File: src/rtl/adder_tree_pkg.sv
package adder_tree_pkg;

   // Entries left after `lvl` rounds of pairwise reduction of `n` items.
   function automatic int level_count(input int n, input int lvl);
      int c;
      c = n;
      for (int i = 0; i < lvl; i++) begin
         c = (c + 1) / 2;
      end
      return c;
   endfunction

   // Number of adder levels in a tree over `n` items.
   function automatic int tree_levels(input int n);
      return (n <= 1) ? 0 : $clog2(n);
   endfunction

   // A level ends a register stage when it closes a group or is the last.
   function automatic bit level_registered(input int lvl, input int last,
                                           input int per_stage);
      return ((lvl % per_stage) == 0) || (lvl == last);
   endfunction

   // Register stages between operand capture and the sum.
   function automatic int tree_latency(input int n, input int per_stage);
      int lv;
      lv = tree_levels(n);
      return (lv == 0) ? 1 : (lv + per_stage - 1) / per_stage;
   endfunction

endpackage

File: src/rtl/pair_adder.sv
module pair_adder #(
   parameter int W_IN       = 8,
   parameter bit SIGNED_OPS = 1'b1
) (
   input  logic [W_IN-1:0] a,
   input  logic [W_IN-1:0] b,
   output logic [W_IN:0]   sum
);

   logic [W_IN:0] a_ext;
   logic [W_IN:0] b_ext;

   // One guard bit: replicated sign in signed mode, zero otherwise.
   assign a_ext = {SIGNED_OPS & a[W_IN-1], a};
   assign b_ext = {SIGNED_OPS & b[W_IN-1], b};
   assign sum   = a_ext + b_ext;

endmodule

File: src/rtl/adder_level.sv
module adder_level #(
   parameter int CNT_IN     = 12,
   parameter int W_IN       = 8,
   parameter bit SIGNED_OPS = 1'b1,
   parameter bit REG_OUT    = 1'b1,
   localparam int CNT_OUT   = (CNT_IN + 1) / 2,
   localparam int W_OUT     = W_IN + 1
) (
   input  logic                     clk,
   input  logic [CNT_IN*W_IN-1:0]   din,
   output logic [CNT_OUT*W_OUT-1:0] dout
);

   for (genvar p = 0; p < CNT_OUT; p++) begin : g_pair
      logic [W_IN-1:0]  op_a;
      logic [W_IN-1:0]  op_b;
      logic [W_OUT-1:0] nxt;

      assign op_a = din[(2*p)*W_IN +: W_IN];

      if (2*p + 1 < CNT_IN) begin : g_full
         assign op_b = din[(2*p+1)*W_IN +: W_IN];
      end else begin : g_odd
         // Leftover entry: adding zero keeps its value and its timing.
         assign op_b = '0;
      end

      pair_adder #(
         .W_IN       (W_IN),
         .SIGNED_OPS (SIGNED_OPS)
      ) u_add (
         .a   (op_a),
         .b   (op_b),
         .sum (nxt)
      );

      if (REG_OUT) begin : g_reg
         logic [W_OUT-1:0] q;
         always_ff @(posedge clk) begin
            q <= nxt;
         end
         assign dout[p*W_OUT +: W_OUT] = q;
      end else begin : g_comb
         assign dout[p*W_OUT +: W_OUT] = nxt;
      end
   end

endmodule

File: src/rtl/valid_pipe.sv
module valid_pipe #(
   parameter int DEPTH = 4
) (
   input  logic clk,
   input  logic rst,
   input  logic vin,
   output logic vout
);

   logic [DEPTH-1:0] sr;

   if (DEPTH == 1) begin : g_one
      always_ff @(posedge clk) begin
         if (rst) sr <= '0;
         else     sr <= vin;
      end
   end else begin : g_many
      always_ff @(posedge clk) begin
         if (rst) sr <= '0;
         else     sr <= {sr[DEPTH-2:0], vin};
      end
   end

   assign vout = sr[DEPTH-1];

endmodule

File: src/rtl/adder_tree.sv
module adder_tree
   import adder_tree_pkg::*;
#(
   parameter int N              = 12,
   parameter int W              = 8,
   parameter int LVLS_PER_STAGE = 1,
   parameter bit SIGNED_OPS     = 1'b1,
   localparam int LEVELS        = tree_levels(N),
   localparam int SUM_W         = W + LEVELS,
   localparam int LAT           = tree_latency(N, LVLS_PER_STAGE)
) (
   input  logic             clk,
   input  logic             rst,
   input  logic             in_valid,
   input  logic [N*W-1:0]   in_ops,
   output logic             out_valid,
   output logic [SUM_W-1:0] out_sum
);

   if (N < 1 || N > 1024) begin : g_bad_n
      $error("adder_tree: N must be in 1..1024");
   end
   if (W < 1) begin : g_bad_w
      $error("adder_tree: W must be at least 1");
   end
   if (LVLS_PER_STAGE < 1) begin : g_bad_lps
      $error("adder_tree: LVLS_PER_STAGE must be at least 1");
   end

   valid_pipe #(.DEPTH(LAT)) u_vpipe (
      .clk  (clk),
      .rst  (rst),
      .vin  (in_valid),
      .vout (out_valid)
   );

   if (LEVELS == 0) begin : g_single
      logic [SUM_W-1:0] hold_q;
      always_ff @(posedge clk) begin
         hold_q <= in_ops;
      end
      assign out_sum = hold_q;
   end else begin : g_tree
      for (genvar l = 1; l <= LEVELS; l++) begin : g_lvl
         localparam int CI = level_count(N, l - 1);
         localparam int CO = level_count(N, l);
         localparam int WI = W + l - 1;
         localparam bit RG = level_registered(l, LEVELS, LVLS_PER_STAGE);

         logic [CI*WI-1:0]     src;
         logic [CO*(WI+1)-1:0] data;

         if (l == 1) begin : g_src_in
            assign src = in_ops;
         end else begin : g_src_prev
            assign src = g_lvl[l-1].data;
         end

         adder_level #(
            .CNT_IN     (CI),
            .W_IN       (WI),
            .SIGNED_OPS (SIGNED_OPS),
            .REG_OUT    (RG)
         ) u_level (
            .clk  (clk),
            .din  (src),
            .dout (data)
         );
      end
      assign out_sum = g_lvl[LEVELS].data;
   end

endmodule

File: config.mk
export PLATFORM = sky130hd
export DESIGN_NAME = adder_tree
export DESIGN_NICKNAME = d
export VERILOG_FILES = /design/src/rtl/adder_tree_pkg.sv /design/src/rtl/pair_adder.sv /design/src/rtl/adder_level.sv /design/src/rtl/valid_pipe.sv /design/src/rtl/adder_tree.sv
export SDC_FILE = /design/constraint.sdc
export NUM_CORES = 1
export LEC_CHECK = 0
export ABC_AREA = 1
export BUFFER_PORTS_ARGS = -buffer_cell sky130_fd_sc_hd__buf_2
export CORE_UTILIZATION = 57
export CTS_BUF_LIST = sky130_fd_sc_hd__clkbuf_4 sky130_fd_sc_hd__clkbuf_8 sky130_fd_sc_hd__clkbuf_16
export CTS_CLUSTER_DIAMETER = 150
export DETAILED_ROUTE_END_ITERATION = 6
export GPL_TIMING_DRIVEN = 0
export HOLD_SLACK_MARGIN = 0.1
export PLACE_DENSITY = 0.86
export SLEW_MARGIN = 10
export SYNTH_ARGS = -nofsm -noshare
export SYNTH_HDL_FRONTEND = slang
export SYNTH_SLANG_ARGS = --single-unit
File: constraint.sdc
create_clock -name clk -period 1.9 [get_ports clk]
set_input_delay 0.38 -clock clk [delete_from_list [all_inputs] [get_ports clk]]
set_output_delay 0.38 -clock clk [all_outputs]
set_load 0.01 [all_outputs]
==> impl_metrics.env <==
export IMPL_total_power_mw=12.5
export IMPL_rrSetupSlack_ps=150
export IMPL_start_util_pct=59.7
export IMPL_holdPathStages=2
export IMPL_r2r_start="g_tree.g_lvl[2].u_level.g_pair[0].g_reg.q[0]"
export IMPL_gr_total_overflow=0
export IMPL_critPathKind="reg -> reg"
export IMPL_ctsResizeCount=0
export IMPL_gr_usage_met1_pct=26.1
export IMPL_p_switching_mw=5.00
export IMPL_intPower_mw=7.50
export IMPL_rsz0062_at_grt="no"
export IMPL_yosys_warnings=0
export IMPL_relSlewSlack_pct=80.1
export IMPL_drt_pre_antenna_iters=7
export IMPL_track_usage_pct=22.7
export IMPL_pre_cts_ws_ps=170
export IMPL_ctsLongestPathBuffers=2
export IMPL_wl_per_cell_um=11.5
export IMPL_postPlaceCellArea_um2=7660
export IMPL_crit_family="adder cells"
export IMPL_violations="design-rule violations"
export IMPL_ir_drop_v=0.000901
export IMPL_grt_pass1_wl_um=23000
export IMPL_antenna_cells=0
export IMPL_crit_chain="ha_1, inv_1, fa_1, inv_1, nand3_1, nand3_2, nand2_1, nand2_1, xor2_1"
export IMPL_drt_total_wl_um=13600
export IMPL_post_drt_via_cell_ratio=5.00
export IMPL_syn_instance_count=900
export IMPL_avgSynthCellArea_um2=7.70
export IMPL_drive_above_1_share_pct=15.0
export IMPL_port_buffer_count=111
export IMPL_p_leak_nw=4.71
export IMPL_tns_ps=0
export IMPL_dieWidth_um=112
export IMPL_ys_seq_area_share_pct=35.0
export IMPL_design_area_um2=8220
export IMPL_worst_path_max_delay_cell="fa_1"
export IMPL_fin_ws_ps=153
export IMPL_worst_path_buf_inv=2
export IMPL_cts_buffers=17
export IMPL_holdPathEnd="u_vpipe.sr[3]"
export IMPL_use_met2_pct=41.9
export IMPL_crit_fanout=3
export IMPL_postCtsSetupRepairBufs=0
export IMPL_setup_viol=0
export IMPL_ios=112
export IMPL_detail_route_antenna_nets=0
export IMPL_critPathMaxStageDelay_ps=410
export IMPL_final_hold_violation_count=0
export IMPL_synth_fp_nets=1106
export IMPL_clockRootBuffer="clkbuf_16"
export IMPL_busiest_layer="met2"
export IMPL_status="finished with violations"
export IMPL_cap_violations=0
export IMPL_min_path_type="in -> reg"
export IMPL_clk_latency_ps=410
export IMPL_fin_worst_skew_ps=11.2
export IMPL_place_congestion=0.882
export IMPL_antenna_found_initial=0
export IMPL_cellPowerDensity_nw_per_um2=1520
export IMPL_num_vias=5928
export IMPL_met3_usage_pct=4.54
export IMPL_sw_frac_of_total_pct=40.0
export IMPL_core_area_um2=11600
export IMPL_reg2reg_depth=9
export IMPL_ys_ff_latch=121
export IMPL_fin_nets=1236
export IMPL_dpl_hpwl_um=10300
export IMPL_drc=4
export IMPL_die_area_um2=12600
export IMPL_grt_max_degree=17
export IMPL_critPathCaptureType="flip-flop"
export IMPL_r2r_end="g_tree.g_lvl[3].u_level.g_pair[0].g_reg.q[6]"
export IMPL_startpoint_type="flip-flop"
export IMPL_h_tree_depth=4
export IMPL_post_route_min_period_ps=1750
export IMPL_required_ps=2230
export IMPL_cts_tree="yes"
export IMPL_hp_start="rst"
export IMPL_grt_pass1_vias=5568
export IMPL_die_y_um=112
export IMPL_combPwrFrac_pct=46.1
export IMPL_netlist_area_um2=6930
export IMPL_cts_hold_buffers_added=0
export IMPL_arrival_ps=2070
export IMPL_maxSlewViolCount=0
export IMPL_p_seq_share_pct=30.7
export IMPL_p_clk_share_pct=23.3
export IMPL_rows=39
export IMPL_numClockSinks=121
export IMPL_clk_pin_slew_ps=60
export IMPL_area_growth_pct=18.6
export IMPL_max_freq_ghz=0.572
export IMPL_min_period_over_period_pct=91.9
export IMPL_synth_cell_types=18
export IMPL_first_iter_violations=264
export IMPL_worstMarginPinSlew_ps=295
==> layout make-up <==
type                       count  area [µm²]
multi-input combinational    643        4000
fill                         875        3400
sequential                   121        2420
timing repair buffer         111         556
inverter                     136         510
clock buffer                  20         460
tap                          143         179
clock inverter                12        92.6
==> metrics by stage <==
stage | utilization, % | cells | hold WS [ps]
final | 70.7 | 1186 | 165
after global routing | 70.7 | 1186 | 172
after CTS | 70.7 | 1186 | 163
after detailed placement | 66.0 | 1154 | 312
after global placement | 66.0 | 1154 | 310
after floorplan | - | 900 | 310
==> worst reg2reg max path, delay by kind of cell (launching register included) <==
| family | cells | cell delay, ps |
|---|---|---|
| and+or+nand+nor | 4 | 340 |
| adders and majority gates | 2 | 630 |
| buffers and inverters | 2 | 190 |
| DFF | 1 | 330 |
| xor gates and xnor gates | 1 | 170 |
==> sequential cells by signal (all words and copies together), names as in the netlist <==
signal	count
g_tree.g_lvl.u_level.g_pair.g_reg.q	105
g_tree.g_lvl.u_level.dout	12
u_vpipe.sr	4
==> layer usage <==
layer / part of all wire (%) / wire, µm / vias to the layer above
met4: 1.7 / 233 / 0
met1: 44 / 5970 / 2607
li1: - / - / 3140
met5: 0 / 0 / -
met2: 50 / 6880 / 156
met3: 4.0 / 550 / 25
==> worst max-delay path by stage <==
stage,startpoint,end,slack (ps),depth (start not counted)
2_1_floorplan,in_ops[64],g_tree.g_lvl[1].u_level.g_pair[4].g_reg.q[6],400,7
3_3_place_gp,in_ops[32],g_tree.g_lvl[1].u_level.g_pair[2].g_reg.q[6],180,8
6_report,g_tree.g_lvl[2].u_level.g_pair[0].g_reg.q[0],g_tree.g_lvl[3].u_level.g_pair[0].g_reg.q[6],150,9
4_1_cts,g_tree.g_lvl[2].u_level.g_pair[0].g_reg.q[0],g_tree.g_lvl[3].u_level.g_pair[0].g_reg.q[6],200,9
3_5_place_dp,in_ops[0],g_tree.g_lvl[1].u_level.g_pair[0].g_reg.q[6],170,8
5_1_grt,g_tree.g_lvl[2].u_level.g_pair[0].g_reg.q[0],g_tree.g_lvl[3].u_level.g_pair[0].g_reg.q[6],100,9
==> synth_stat cells, drive strengths merged <==
master | number | area [µm²]
nand2 | 265 | 995
inv | 136 | 510
dfxtp | 121 | 2420
ha | 96 | 1200
nand3 | 77 | 420
nor2 | 52 | 200
a21oi | 50 | 250
xor2 | 42 | 368
o21ai | 15 | 86.3
o21bai | 12 | 90.1
fa | 11 | 220
nand4 | 11 | 68.8
a21o | 6 | 45.0
xnor2 | 5 | 43.8
or2 | 1 | 6.26
==> kinds of logic after synthesis <==
family,share of synthesized area (%)
fa+ha+maj,20.5
xor+xnor,5.94
simple gates,24.4
compound gates,6.81
flops,35.0
buf+inv,7.37
==> power by group through the flow <==
stage	sequential, mW	clock (mW)	combinational, mW
finish	3.83	2.91	5.76
CTS	3.84	2.93	5.73
floorplan	3.83	0	4.30
global route	3.90	3.06	6.56
detailed placement	3.88	0	5.54
global placement	3.84	0	5.39
==> cell usage in the layout, fill, tap and decap left out, types with 2 or more instances in the layout <==
cell	instances
o21ai_0	12
inv_6	3
nand3_1	70
dfxtp_1	121
nor2_2	2
clkinv_2	3
ha_1	96
inv_1	136
nand3_2	7
clkbuf_16	17
xor2_1	42
o21bai_1	12
nor2_1	50
nand4_1	11
buf_2	111
a21o_1	6
clkbuf_8	2
clkinv_4	5
nand2_1	265
a21oi_1	50
xnor2_1	5
fa_1	11
o21ai_2	3
Note: power is estimated with default switching activity, not from simulation.
